`config.mk`:
```
export PLATFORM = sky130hd
export DESIGN_NAME = tl_leg_sequencer
export DESIGN_NICKNAME = d
export VERILOG_FILES = /design/src/rtl/tl_leg_pkg.sv /design/src/rtl/tl_leg_line_decode.sv /design/src/rtl/tl_leg_gate_seq.sv /design/src/rtl/tl_leg_sequencer.sv
export SDC_FILE = /design/constraint.sdc
export NUM_CORES = 1
export LEC_CHECK = 0
export ABC_AREA = 1
export BUFFER_PORTS_ARGS = -buffer_cell sky130_fd_sc_hd__buf_4
export CORE_MARGIN = 3
export CORE_UTILIZATION = 50
export CTS_BUF_LIST = sky130_fd_sc_hd__clkbuf_16
export DETAILED_ROUTE_END_ITERATION = 10
export PLACE_DENSITY = 0.88
export SYNTH_ARGS = -nofsm -noshare
export SYNTH_HDL_FRONTEND = slang
export SYNTH_SLANG_ARGS = --single-unit
```
`constraint.sdc`:
```
create_clock -name clk -period 4 [get_ports clk]
set_clock_uncertainty 0.1 [all_clocks]
set_input_delay 0.6 -clock clk [delete_from_list [all_inputs] [get_ports clk]]
set_output_delay 0.6 -clock clk [all_outputs]
set_load 0.005 [all_outputs]
```
`src/rtl/tl_leg_pkg.sv`:
```
// Shared types for the three-level leg gate sequencer.
// Assumes gate vectors are ordered {up_a, up_b, lo_a, lo_b}, MSB first.
package tl_leg_pkg;

    // Leg state from the comparators: bit 1 is the first line, bit 0 the second.
    typedef enum logic [1:0] {
        LEG_NEUTRAL = 2'b00,
        LEG_UPPER   = 2'b01,
        LEG_LOWER   = 2'b10,
        LEG_OFF     = 2'b11
    } leg_line_e;

    typedef enum logic {
        SEQ_READY = 1'b0,
        SEQ_WAIT  = 1'b1
    } seq_state_e;

    localparam int unsigned GATE_N = 4;

endpackage

```
`src/rtl/tl_leg_line_decode.sv`:
```
// Compares two compare/carrier pairs and maps the outcome onto a leg state.
// Assumes unsigned operands; equality falls into the default upper state.
module tl_leg_line_decode
    import tl_leg_pkg::*;
#(
    parameter int unsigned CW = 8
) (
    input  logic [CW-1:0] carrier_a,
    input  logic [CW-1:0] compare_a,
    input  logic [CW-1:0] carrier_b,
    input  logic [CW-1:0] compare_b,
    output leg_line_e     leg_line
);
    localparam int unsigned NCMP = 2;

    logic [NCMP-1:0][CW-1:0] car_v;
    logic [NCMP-1:0][CW-1:0] cmp_v;
    logic [NCMP-1:0]         below;
    logic [NCMP-1:0]         above;

    assign car_v = {carrier_b, carrier_a};
    assign cmp_v = {compare_b, compare_a};

    // One magnitude comparator per compare/carrier pair.
    for (genvar i = 0; i < NCMP; i++) begin : g_cmp
        assign below[i] = cmp_v[i] < car_v[i];
        assign above[i] = cmp_v[i] > car_v[i];
    end

    // Priority mapping of comparison outcomes to the leg state.
    always_comb begin
        if (below[0] && below[1]) begin
            leg_line = LEG_UPPER;
        end else if (above[0] && above[1]) begin
            leg_line = LEG_LOWER;
        end else if (below[0] && above[1]) begin
            leg_line = LEG_OFF;
        end else begin
            leg_line = LEG_UPPER;
        end
    end
endmodule

```
`src/rtl/tl_leg_gate_seq.sv`:
```
// Ready/wait dead-time sequencer for the four gates of one leg.
// Assumes leg_line may change on any cycle; LEG_OFF clears the gates and
// freezes the state and counter. Dead time is sampled when a wait starts.
module tl_leg_gate_seq
    import tl_leg_pkg::*;
#(
    parameter int unsigned DW = 8
) (
    input  logic                clk,
    input  logic                rst_n,
    input  leg_line_e           leg_line,
    input  logic [DW-1:0]       dead_cycles,
    output logic [GATE_N-1:0]   gates,
    output seq_state_e          state,
    output logic [DW-1:0]       count
);
    logic [GATE_N-1:0] trig_mask_n;
    logic [GATE_N-1:0] clr_mask;
    logic [GATE_N-1:0] target;
    logic              trig;

    logic [GATE_N-1:0] gates_nx;
    seq_state_e        state_nx;
    logic [DW-1:0]     count_nx;

    // Per-state target pattern, clear mask and the gates whose absence starts a change.
    always_comb begin
        unique case (leg_line)
            LEG_UPPER: begin
                target = 4'b1100; clr_mask = 4'b0011; trig_mask_n = 4'b1100;
            end
            LEG_LOWER: begin
                target = 4'b0011; clr_mask = 4'b1100; trig_mask_n = 4'b0011;
            end
            LEG_NEUTRAL: begin
                target = 4'b0110; clr_mask = 4'b1001; trig_mask_n = 4'b0110;
            end
            default: begin
                target = 4'b0000; clr_mask = 4'b1111; trig_mask_n = 4'b0000;
            end
        endcase
        trig = (gates & trig_mask_n) != trig_mask_n;
    end

    // Next-state evaluation: start a change, run the wait, then apply the target.
    always_comb begin
        gates_nx = gates;
        state_nx = state;
        count_nx = count;
        if (leg_line == LEG_OFF) begin
            gates_nx = '0;
        end else begin
            if (state_nx == SEQ_READY && trig) begin
                gates_nx = gates_nx & ~clr_mask;
                count_nx = dead_cycles;
                state_nx = SEQ_WAIT;
            end
            if (state_nx == SEQ_WAIT) begin
                if (count_nx != '0) begin
                    count_nx = count_nx - 1'b1;
                end else begin
                    state_nx = SEQ_READY;
                end
            end
            if (state_nx == SEQ_READY) begin
                gates_nx = target;
            end
        end
    end

    // State, counter and gate registers with synchronous active-low reset.
    always_ff @(posedge clk) begin
        if (!rst_n) begin
            gates <= '0;
            state <= SEQ_READY;
            count <= '0;
        end else begin
            gates <= gates_nx;
            state <= state_nx;
            count <= count_nx;
        end
    end
endmodule

```
`src/rtl/tl_leg_sequencer.sv`:
```
// Top of the three-level leg gate sequencer: comparator decode feeding the
// dead-time sequencer. Assumes inputs are synchronous to clk.
module tl_leg_sequencer
    import tl_leg_pkg::*;
#(
    parameter int unsigned CW = 8,
    parameter int unsigned DW = 8
) (
    input  logic          clk,
    input  logic          rst_n,
    input  logic [CW-1:0] carrier_a,
    input  logic [CW-1:0] compare_a,
    input  logic [CW-1:0] carrier_b,
    input  logic [CW-1:0] compare_b,
    input  logic [DW-1:0] dead_cycles,
    output logic          gate_up_a,
    output logic          gate_up_b,
    output logic          gate_lo_a,
    output logic          gate_lo_b
);
    leg_line_e         leg_line;
    logic [GATE_N-1:0] gate_vec;
    seq_state_e        seq_state;
    logic [DW-1:0]     seq_count;
    logic              seq_in_wait;

    tl_leg_line_decode #(.CW(CW)) u_decode (
        .carrier_a (carrier_a),
        .compare_a (compare_a),
        .carrier_b (carrier_b),
        .compare_b (compare_b),
        .leg_line  (leg_line)
    );

    tl_leg_gate_seq #(.DW(DW)) u_seq (
        .clk         (clk),
        .rst_n       (rst_n),
        .leg_line    (leg_line),
        .dead_cycles (dead_cycles),
        .gates       (gate_vec),
        .state       (seq_state),
        .count       (seq_count)
    );

    assign seq_in_wait = (seq_state == SEQ_WAIT);
    assign {gate_up_a, gate_up_b, gate_lo_a, gate_lo_b} = gate_vec;
endmodule

```
==> qor.yml <==
ys_types: 30
post-route-period-util: 0.800
slew_headroom: 0.677
rsz0062_at_grt: "false"
antenna_found_initial: 0
tns_ns: 0
ir_drop_uv: 171
cts.sinks: 13
antenna_cells: 0
maxUsedRoutingLayer: "met4"
synthCells: 235
ff2ff_path_depth: 16
wl_met1_um: 1400
overflow: 0
hp-start: "u_seq.count[0]"
drc: 0
synthToLayoutAreaGrowth_pct: 28.4
cp-end-kind: "flop"
numCtsBuffers: 3
rows: 19
io_buffer_count: 45
crit_buf_inv: 3
setup_viol: 0
grt_first_pass_wirelength_um: 5970
max-cap-violations: 0
wl_um: 3520
cts.repair.resized: 0
drtAntennaViolNets: 0
ys_ff_latch: 13
met3_length_um: 235
whs_endpoint: "u_seq.count[0]"
via_per_inst: 4.93
yosysSeqAreaShare: 0.170
finalNetCount: 342
fmax_ghz: 0.312
cts_tree: "yes"
slowest_delay_ns: 0.30
worst_pin_slew_ns: 0.483
grt_max_degree: 12
syn_avg_cell_area_um2: 6.53
place_hpwl_um: 2840
min_path_cells: 2
core-area_um2: 2830
ys_warn_count: 0
hold_violations: 0
leakagePower_nw: 1.15
root_buffer: "clkbuf_16"
min_period_ns: 3.20
post_cts_buffers: 0
ctsLongestPathBuffers: 2
start_util: 0.543
cp.required_ns: 4.04
num_vias: 1542
dieArea_um2: 3770
cp-start-kind: "input port"
drv_slew: 0
crit_arrival_ns: 3.24
rr_startpoint: "u_seq.gates[2]"
crit_chain: "buf_4, inv_1, ha_1, nand2_1, nor2_1, nand2_1, a21oi_4, nand2_2, nand2_2, nand2_4, nand2_4, nand2_1, nand2_1, ha_1, nand2_1, nor2_8, nand2_8, nand2_8, inv_4, nand2_2, nand2_1, nand2_1, nor2_1"
first_pass_iters: 4
reg2reg_slack_ns: 1.70
cts_htree_levels: 1
grt_util_all_layers: 0.210
grt_pass1_vias: 1482
ctsHoldBuffers: 0
crit_type: "input port to flop"
critPathMaxFanout: 11
clk_latency_ns: 0.24
r2r-end: "u_seq.gates[1]"
outcome: "complete, no violations"
io_pins: 46
cp_slowest_cell: "ha_1"
syn_nets: 294
fillers: 258
hold_class: "flop to flop"
fin_total_pwr_mw: 0.768
gp_congestion: 0.904
syn_area_um2: 1540
cp_top_family: "simple AND/OR/NAND/NOR gates"
wire_per_inst_um: 11.3
drive_above_1_share: 0.294
die_w_um: 61.4
clkTransAtPathRegs_ns: 0.04
cp_common_cell: "nand2_1"
die_h_um: 61.4
wl_met2_um: 1810
drt-initial-drc-count: 55
power_density_nw_per_um2: 389
[per-layer routing]
layer / vias up / GRT usage
li1: 820 / -
met1: 666 / 0.232
met2: 47 / 0.385
met3: 9 / 0.0482
met4: 0 / 0.0879
met5: - / 0
[area by class of cell]
cell class	instances	area, µm²	share of cell area
clock buffers	3	75.1	0.0381
repair buffers	45	338	0.171
clock inverters	1	3.75	0.00190
inverters	53	204	0.103
well taps	31	38.8	0.0197
multi-input cells	167	1050	0.534
flip-flops and latches	13	260	0.132
[state kept, by name, summed over array words and instances, names as in the netlist]
| signal | flops |
|---|---|
| u_seq.gates | 4 |
| u_seq.state | 1 |
| u_seq.count | 8 |
[metrics by stage]
step           hold slack (ns)  setup slack [ns]  cells  area, µm²  utilization
2_1_floorplan            0.337             0.973    235       1540            -
3_3_place_gp             0.355             0.717    309       1890        0.669
3_5_place_dp             0.359             0.598    309       1890        0.669
4_1_cts                  0.370             0.790    313       1970        0.697
5_1_grt                  0.390             0.510    313       1970        0.697
6_report                 0.370             0.799    313       1970        0.697
[tightest hold or removal path, delay by kind of cell, from the launching register on]
family	cells	cell delay, ns
flip-flops	1	0.29
AO/OA/AOI/OAI	1	0.07
buffers and inverters	1	0.06
[report_power, final]
group	switching, mW	leakage (nW)	internal [mW]
Sequential	0.0139	0.107	0.159
Clock	0.0546	0.0423	0.132
Combinational	0.257	0.998	0.152
Total	0.326	1.15	0.442
[kinds of logic (layout without fill, tap and decap cells)]
logic type | after synthesis | in the layout | share of synthesized area
buffers and inverters | 55 | 102 | 0.145
DFF | 13 | 13 | 0.170
adders and majority gates | 17 | 17 | 0.139
AOI/OAI and AO/OA | 21 | 21 | 0.0864
and+or+nand+nor | 129 | 129 | 0.460
[layout by cell type (no fill, tap or decap), types with 2 or more instances in the layout]
master      n
inv_1      49
nand2_2    10
a21o_1      2
nor2_8      2
nor2_2      3
buf_4      45
nand2_4     7
nand2_1    60
dfxtp_1    13
nor2_1     16
inv_4       2
inv_2       2
nand3b_1    4
nand2_8     2
a21oi_1     9
ha_1       17
nand3_2     3
nand4_1     4
nand3_1    16
o21ai_0     2
clkbuf_16   3
o21ai_1     3
[how the worst max path moves through the flow]
| stage | start | endpoint | slack [ns] | cells past startpoint |
|---|---|---|---|---|
| 2_1_floorplan | carrier_b[7] | u_seq.gates[0] | 0.97 | 21 |
| 5_1_grt | carrier_b[7] | u_seq.gates[1] | 0.51 | 23 |
| 3_5_place_dp | carrier_b[7] | u_seq.gates[1] | 0.60 | 23 |
| 3_3_place_gp | compare_b[7] | u_seq.gates[0] | 0.72 | 22 |
| 4_1_cts | carrier_b[7] | u_seq.gates[1] | 0.79 | 23 |
| 6_report | carrier_b[7] | u_seq.gates[1] | 0.80 | 23 |
[synthesized netlist by cell type, drive strengths merged]
| library cell | n | share of area |
|---|---|---|
| nand2 | 79 | 0.26 |
| inv | 52 | 0.13 |
| nor2 | 21 | 0.077 |
| nand3 | 19 | 0.072 |
| ha | 17 | 0.14 |
| dfxtp | 13 | 0.17 |
| a21oi | 11 | 0.046 |
| o21ai | 6 | 0.022 |
| nand3b | 4 | 0.020 |
| nand4 | 4 | 0.016 |
| a21o | 2 | 0.0098 |
| a22oi | 1 | 0.0049 |
| buf | 1 | 0.0098 |
| clkbuf | 1 | 0.0024 |
| clkinv | 1 | 0.0024 |
| nor3 | 1 | 0.0065 |
| o22ai | 1 | 0.0041 |
| or2 | 1 | 0.0041 |
Note: power is estimated with default switching activity, not from simulation.
